<file path="src/rtl/cnt_irq_pkg.sv">
package cnt_irq_pkg;
   localparam int unsigned HUB_DATA_W = 8;

   typedef enum logic [HUB_DATA_W-1:0] {
      CMD_DISARM_RST = 8'h01,
      CMD_ARM_CLR    = 8'h04
   } hub_cmd_e;
endpackage

</file>
<file path="src/rtl/cnt_irq_ctrl.sv">
module cnt_irq_ctrl
   import cnt_irq_pkg::*;
#(
   parameter int unsigned NUM_CH  = 8,
   parameter int unsigned ADDR_W  = 5,
   parameter int unsigned DATA_W  = 8,
   parameter logic [ADDR_W-1:0] MASK_OFS = 5'h12,
   parameter logic [ADDR_W-1:0] CMD_OFS  = 5'h11
) (
   input  logic              clk,
   input  logic              rst_n,
   input  logic              we,
   input  logic [ADDR_W-1:0] addr,
   input  logic [DATA_W-1:0] wdata,
   output logic [NUM_CH-1:0] mask_q,
   output logic              armed_q,
   output logic              arm_cmd,
   output logic              disarm_cmd,
   output logic              cnt_clr_q
);
   logic mask_wr;
   logic cmd_wr;

   assign mask_wr    = we && (addr == MASK_OFS);
   assign cmd_wr     = we && (addr == CMD_OFS);
   assign arm_cmd    = cmd_wr && (wdata == DATA_W'(CMD_ARM_CLR));
   assign disarm_cmd = cmd_wr && (wdata == DATA_W'(CMD_DISARM_RST));

   always_ff @(posedge clk or negedge rst_n) begin
      if (!rst_n) begin
         mask_q    <= '0;
         armed_q   <= 1'b0;
         cnt_clr_q <= 1'b0;
      end else begin
         if (mask_wr) mask_q <= wdata[NUM_CH-1:0];
         if (arm_cmd)         armed_q <= 1'b1;
         else if (disarm_cmd) armed_q <= 1'b0;
         cnt_clr_q <= disarm_cmd;
      end
   end
endmodule

</file>
<file path="src/rtl/cnt_irq_pending.sv">
module cnt_irq_pending #(
   parameter int unsigned NUM_CH = 8
) (
   input  logic              clk,
   input  logic              rst_n,
   input  logic [NUM_CH-1:0] ch_event,
   input  logic [NUM_CH-1:0] mask_q,
   input  logic              armed_q,
   input  logic              clr,
   output logic [NUM_CH-1:0] pend_q
);
   for (genvar ch = 0; ch < NUM_CH; ch++) begin : g_bit
      logic hit;
      assign hit = ch_event[ch] && mask_q[ch] && armed_q;
      always_ff @(posedge clk or negedge rst_n) begin
         if (!rst_n)   pend_q[ch] <= 1'b0;
         else if (hit) pend_q[ch] <= 1'b1;
         else if (clr) pend_q[ch] <= 1'b0;
      end
   end
endmodule

</file>
<file path="src/rtl/cnt_irq_rdmux.sv">
module cnt_irq_rdmux #(
   parameter int unsigned NUM_CH = 8,
   parameter int unsigned ADDR_W = 5,
   parameter int unsigned DATA_W = 8,
   parameter logic [ADDR_W-1:0] PEND_OFS = 5'h10,
   parameter logic [ADDR_W-1:0] MASK_OFS = 5'h12
) (
   input  logic [ADDR_W-1:0] addr,
   input  logic [NUM_CH-1:0] pend_q,
   input  logic [NUM_CH-1:0] mask_q,
   output logic [DATA_W-1:0] rdata
);
   logic [DATA_W-1:0] pend_ext;
   logic [DATA_W-1:0] mask_ext;

   if (NUM_CH == DATA_W) begin : g_full
      assign pend_ext = pend_q;
      assign mask_ext = mask_q;
   end else begin : g_pad
      assign pend_ext = {{(DATA_W-NUM_CH){1'b0}}, pend_q};
      assign mask_ext = {{(DATA_W-NUM_CH){1'b0}}, mask_q};
   end

   always_comb begin
      rdata = '0;
      if (addr == PEND_OFS)      rdata = pend_ext;
      else if (addr == MASK_OFS) rdata = mask_ext;
   end
endmodule

</file>
<file path="src/rtl/cnt_irq_hub.sv">
module cnt_irq_hub #(
   parameter int unsigned NUM_CH = 8,
   parameter int unsigned ADDR_W = 5,
   parameter int unsigned DATA_W = 8,
   parameter logic [ADDR_W-1:0] PEND_OFS = 5'h10,
   parameter logic [ADDR_W-1:0] CMD_OFS  = 5'h11,
   parameter logic [ADDR_W-1:0] MASK_OFS = 5'h12
) (
   input  logic              clk,
   input  logic              rst_n,
   input  logic [NUM_CH-1:0] ch_event,
   input  logic [ADDR_W-1:0] reg_addr,
   input  logic              reg_we,
   input  logic [DATA_W-1:0] reg_wdata,
   output logic [DATA_W-1:0] reg_rdata,
   output logic              irq_out,
   output logic              cnt_clear
);
   if (NUM_CH < 1 || NUM_CH > DATA_W) begin : g_bad_width
      $error("cnt_irq_hub: NUM_CH must lie in 1..DATA_W");
   end
   if (DATA_W != cnt_irq_pkg::HUB_DATA_W) begin : g_bad_data
      $error("cnt_irq_hub: DATA_W must match the command code width");
   end
   if (PEND_OFS == CMD_OFS || PEND_OFS == MASK_OFS || CMD_OFS == MASK_OFS) begin : g_bad_map
      $error("cnt_irq_hub: register offsets must differ");
   end

   logic [NUM_CH-1:0] mask_q;
   logic [NUM_CH-1:0] pend_q;
   logic              armed_q;
   logic              arm_cmd;
   logic              disarm_cmd;

   cnt_irq_ctrl #(
      .NUM_CH(NUM_CH), .ADDR_W(ADDR_W), .DATA_W(DATA_W),
      .MASK_OFS(MASK_OFS), .CMD_OFS(CMD_OFS)
   ) ctrl_i (
      .clk(clk), .rst_n(rst_n), .we(reg_we), .addr(reg_addr), .wdata(reg_wdata),
      .mask_q(mask_q), .armed_q(armed_q), .arm_cmd(arm_cmd),
      .disarm_cmd(disarm_cmd), .cnt_clr_q(cnt_clear)
   );

   cnt_irq_pending #(.NUM_CH(NUM_CH)) pend_i (
      .clk(clk), .rst_n(rst_n), .ch_event(ch_event), .mask_q(mask_q),
      .armed_q(armed_q), .clr(arm_cmd), .pend_q(pend_q)
   );

   cnt_irq_rdmux #(
      .NUM_CH(NUM_CH), .ADDR_W(ADDR_W), .DATA_W(DATA_W),
      .PEND_OFS(PEND_OFS), .MASK_OFS(MASK_OFS)
   ) rd_i (
      .addr(reg_addr), .pend_q(pend_q), .mask_q(mask_q), .rdata(reg_rdata)
   );

   assign irq_out = armed_q && (|pend_q);
endmodule

</file>
<file path="config.mk">
export PLATFORM = sky130hd
export DESIGN_NAME = cnt_irq_hub
export DESIGN_NICKNAME = d
export VERILOG_FILES = /design/src/rtl/cnt_irq_pkg.sv /design/src/rtl/cnt_irq_ctrl.sv /design/src/rtl/cnt_irq_pending.sv /design/src/rtl/cnt_irq_rdmux.sv /design/src/rtl/cnt_irq_hub.sv
export SDC_FILE = /design/constraint.sdc
export NUM_CORES = 1
export LEC_CHECK = 0
export ABC_AREA = 1
export BUFFER_PORTS_ARGS = -buffer_cell sky130_fd_sc_hd__buf_2
export CORE_MARGIN = 2
export CORE_UTILIZATION = 50
export DETAILED_ROUTE_END_ITERATION = 8
export PLACE_DENSITY = 0.88
export SLEW_MARGIN = 20
export SYNTH_ARGS = -nofsm -noshare
export SYNTH_HDL_FRONTEND = slang
export SYNTH_SLANG_ARGS = --single-unit
</file>
<file path="constraint.sdc">
create_clock -name clk -period 2.5 [get_ports clk]
set_input_delay 0.25 -clock clk [delete_from_list [all_inputs] [get_ports clk]]
set_output_delay 0.25 -clock clk [all_outputs]
set_load 0.02 [all_outputs]
</file>
=== Word-level counts from Yosys, hierarchy flattened ===
Index checks and enable logic that the tools add are counted.

* Equality and inequality tests: 5
* Multiplexer cells: 13
* Reductions and logical operators: 31

{| class="wikitable"
|+ Operator list
! operator !! count
|-
| $logic_and A1 B1 Y1 || 21
|-
| $reduce_bool A2 Y1 || 9
|-
| $mux W8 || 2
|-
| $eq A5 B5 Y1 const B || 3
|-
| $mux W1 || 11
|-
| $eq A8 B1 Y1 const B || 1
|-
| $eq A8 B3 Y1 const B || 1
|-
| $reduce_or A8 Y1 || 1
|}

* Register bits after elaboration: 18
* Bits of input ports: 24
* Output and inout port bits: 10
* Logic and storage cells: 60

=== Depth between registers and ports, before layout ===
* Depth in word-level cells: 5
* Depth in mapped cells: 7
* Mapped depth without buffers: 7

=== Hierarchy ===
Synthesis repeated with hierarchy kept, for this count alone.

* Cells, all modules: 132
* Area, all modules: 1054.8 um^2

{| class="wikitable"
|+ Modules (own cells, without submodules)
! module !! instances !! cells each !! area each (um^2) !! sequential area each (um^2)
|-
| cnt_irq_ctrl || 1 || 58 || 505.5 || 250.2
|-
| cnt_irq_pending || 1 || 34 || 325.3 || 200.2
|-
| cnt_irq_rdmux || 1 || 31 || 190.2 || 0.0
|-
| cnt_irq_hub || 1 || 9 || 33.8 || 0.0
|}

=== Worst setup path before layout ===
No wires, ideal clock.

* Kind: input port to output port
* From: input port reg_addr[3]
* To: output port reg_rdata[0]
* Data arrival time: 1087 ps
* Data required time: 2250 ps
* Setup slack: 1163 ps
* Stages on the path: 3
* Buffers on the path: 0
* Cells stage by stage: nor2_4 -> nand4_1 -> o21ai_0

* Cells in the longest elaborated chain, start to end: 3
* Elaborated cells on any way between the ends: 4
* Those cells by class: eq/ne: 2; mux: 2

{| class="wikitable"
|+ RTL lines
! element !! line !! text
|-
| start: declaration || cnt_irq_hub.sv:12 || <nowiki>input logic [ADDR_W-1:0] reg_addr,</nowiki>
|-
| $eq A5 B5 Y1 || cnt_irq_rdmux.sv:27 || <nowiki>else if (addr == MASK_OFS) rdata = mask_ext;</nowiki>
|-
| $mux W8 || cnt_irq_rdmux.sv:27 ||
|-
| $mux W8 * || cnt_irq_rdmux.sv:26 || <nowiki>if (addr == PEND_OFS) rdata = pend_ext;</nowiki>
|-
| end: declaration || cnt_irq_hub.sv:15 || <nowiki>output logic [DATA_W-1:0] reg_rdata,</nowiki>
|}

Mark *: on every way between the ends. The rest lies on a longest branch, timed or not.

=== Final worst setup path ===
* From: input port reg_addr[3]
* To: output port reg_rdata[4]

Same word-level chain as after synthesis.

==> results.md <==
- I/O Pins: 34
- Power Internal: around 440 uW
- CP startpoint kind: input pin
- Net Sw Frac: 0.269
- Flop2flop setup slack: roughly 1.7 ns
- Sequential power share: 0.568
- Later-pin clock latency in the skew report: approximately 0.30 ns
- Worst Path Required: roughly 2.3 ns
- P_leak: approximately 0.00069 uW
- Cell with the most instances after synthesis: nand2_1
- WS Path Type: in -> out
- DR iter-0 viols: 20
- Critical path fanouts, max: 8
- Fin crit share: 0.597
- Slew Limit Headroom: 0.736
- Site Rows: 15
- GP Congestion: 0.798
- Worst slack at placement: about 1.0 ns
- CTS root buf: clkbuf_4
- RSZ-0062 raised after global routing: no
- Clock Sinks: 18
- Port bufs: 33
- Hold endpoint: ctrl_i.mask_q[4]$_DFFE_PN0P_
- Outcome: finished, final reports clean
- Setup TNS: 0 ns
- Final Max Tran Viols: 0
- Vias in the first global route: about 800
- Share of cells above drive strength 1: 0.284
- First-pass GRT wire length: approximately 3200 um
- Fill cells: about 170
- Power Density: slightly above 500 nW/um2
- Initial Utilization: 0.541
- R2R cell count: 2
- Synth cell types: 16
- Non-Filler Instances: 187
- GR Util All Layers: 0.204
- Die Span X: 47.4 um
- Cell area after synthesis: around 940 um2
- Hpwl dp: approximately 1600 um
- Hold Path Class: in -> reg
- Die Y: 47.4 um
- Util after Layout: 0.677
- Post-CTS setup buffers: 0
- Clock Tree Buf Depth: 2
- Critical path data arrival time: ~1.2 ns
- Clock power share: 0.304
- Final WL: 2070 um
- PnR worst setup slack: between 1 and 1.5 ns
- Die area: 2250 um2
- Mapped Avg Cell Area: 7.55 um2
- Biggest area consumer among synthesized cells: dfrtp_1
- Synth cell count leaders: 55 x nand2_1, 18 x dfrtp_1, 13 x inv_1
- Largest net degree at the start of global routing: 19
- Reg2reg end: pend_i.pend_q[7]$_DFFE_PN0P_
- Post-Route Skew: ~0.0020 ns
- Initial antenna violation count: 0
- Fin. Hold Viols: 0
- Switch Pwr: about 160 uW
- Syn. warnings: 0
- Ant diodes: 0
- CTS Buf Count: 3
- Worst-path clk slew: ~0.10 ns
- Hold path start: reg_wdata[4]
- Drt pass-1 iters: 4
- Hold Path Stages: 3
- Placed cells: 182
- Max IR drop VDD: around 0.33 mV
- CTS Hold Bufs: 1
- Layout net count: 187
- Register area share after synthesis: 0.477
- H-Tree Depth: 1
- # resized after CTS: 0
- Vias/cell: 4.89
- Fmax: between 0.6 and 0.7 GHz
- Post-synth top area share: 0.477
- Maxcap violations: 0
- Tmin final: 1.49 ns
- Post-DR wirelength/cell: ~11 um
- Area grow syn2layout: 25.3%
- Async SR Flop Fraction: 1.00
- Post-synth top flop: dfrtp_1
- Syn Inst Count: 125
- GRT overflow: 0
- TritonCTS clock tree: yes
- Critical path capture point type: output port
- Residual DRC count: 0
- Final setup fails: 0
- Worst slew pin tran: 0.396 ns
- Post-synth EDFFs: 0
- Core ar.: 1750 um2
- Syn Nets: ~150
- R2R Path Start: ctrl_i.armed_q$_DFFE_PN0P_
- Number of nets with antenna violations after routing: 0
- Top post-synthesis cells by area: dfrtp_1 48%, nand2_1 22%, inv_1 5.2%
- Post-synthesis register bit count: 18
- DR vias: around 910
- Comb power frac: 0.128
[cell usage in the layout, fill, tap and decap left out]
cell type      count
clkbuf_4           3
clkbuf_8           1
o21a_1             1
nand4_1            3
inv_1             13
nor2_1             8
nor2_2             1
inv_2              1
nor3_4             1
nand2_2            2
o21ai_0            8
dlygate4sd3_1      1
nand3_1            9
nand2_1           55
buf_2             33
nor2_8             1
nand2_4            2
dfrtp_1           18
nor2_4             1
[worst max-delay path by stage]
stage	from	end	slack, ns
after floorplan	reg_addr[3]	reg_rdata[0]	1.16
after global placement	reg_addr[3]	reg_rdata[6]	1.09
after detailed placement	reg_addr[3]	reg_rdata[4]	1.04
after CTS	pend_i.pend_q[2]$_DFFE_PN0P_	irq_out	1.03
after global routing	reg_addr[3]	reg_rdata[4]	0.93
final	reg_addr[3]	reg_rdata[4]	1.01
[flip-flops by register name, indices dropped and copies added, names as in the netlist]
signal,flops
pend_i.pend_q,8
ctrl_i.mask_q,8
ctrl_i.armed_q,1
ctrl_i.cnt_clr_q,1
[metrics by stage]
stage,hold slack (ns),power (uW),instance area (um2)
after CTS,0.159,601,1180
after global routing,0.165,627,1180
after detailed placement,0.196,421,1140
after floorplan,-0.0456,377,943
final,0.154,600,1180
after global placement,0.188,416,1140
[power groups by stage]
stage,clock network (uW),logic [uW],registers (uW)
6_report,182,76.7,341
5_1_grt,195,88.2,344
4_1_cts,184,77.6,340
3_5_place_dp,0,76.0,345
3_3_place_gp,0,72.2,344
2_1_floorplan,0,39.8,337
[final cells by class]
class	count	area [um2]	share of cell area
Tap cell	25	31.3	0.0265
Clock buffer	4	36.3	0.0307
Multi-Input combinational cell	92	437	0.369
Sequential cell	18	450	0.381
Inverter	14	52.6	0.0444
Timing Repair Buffer	34	175	0.148
[layer usage]
layer  routed length [um]  global-route usage
met3                  113              0.0264
met1                  899               0.257
met2                 1030               0.349
met5                    0                   0
met4                   35              0.0944
[critical path: stages]
cell and delay, ns:
buf_2 0.12, nor2_4 0.14, nand4_1 0.26, o21ai_0 0.27, buf_2 0.20
[kinds of logic after synthesis]
logic type             after synthesis  synth area share
and+or+nand+nor                     83             0.412
AOI/OAI and AO/OA                    9            0.0504
DFF                                 18             0.477
buffers and inverters               15            0.0597
No activity file was read; power rests on OpenSTA's default activity.
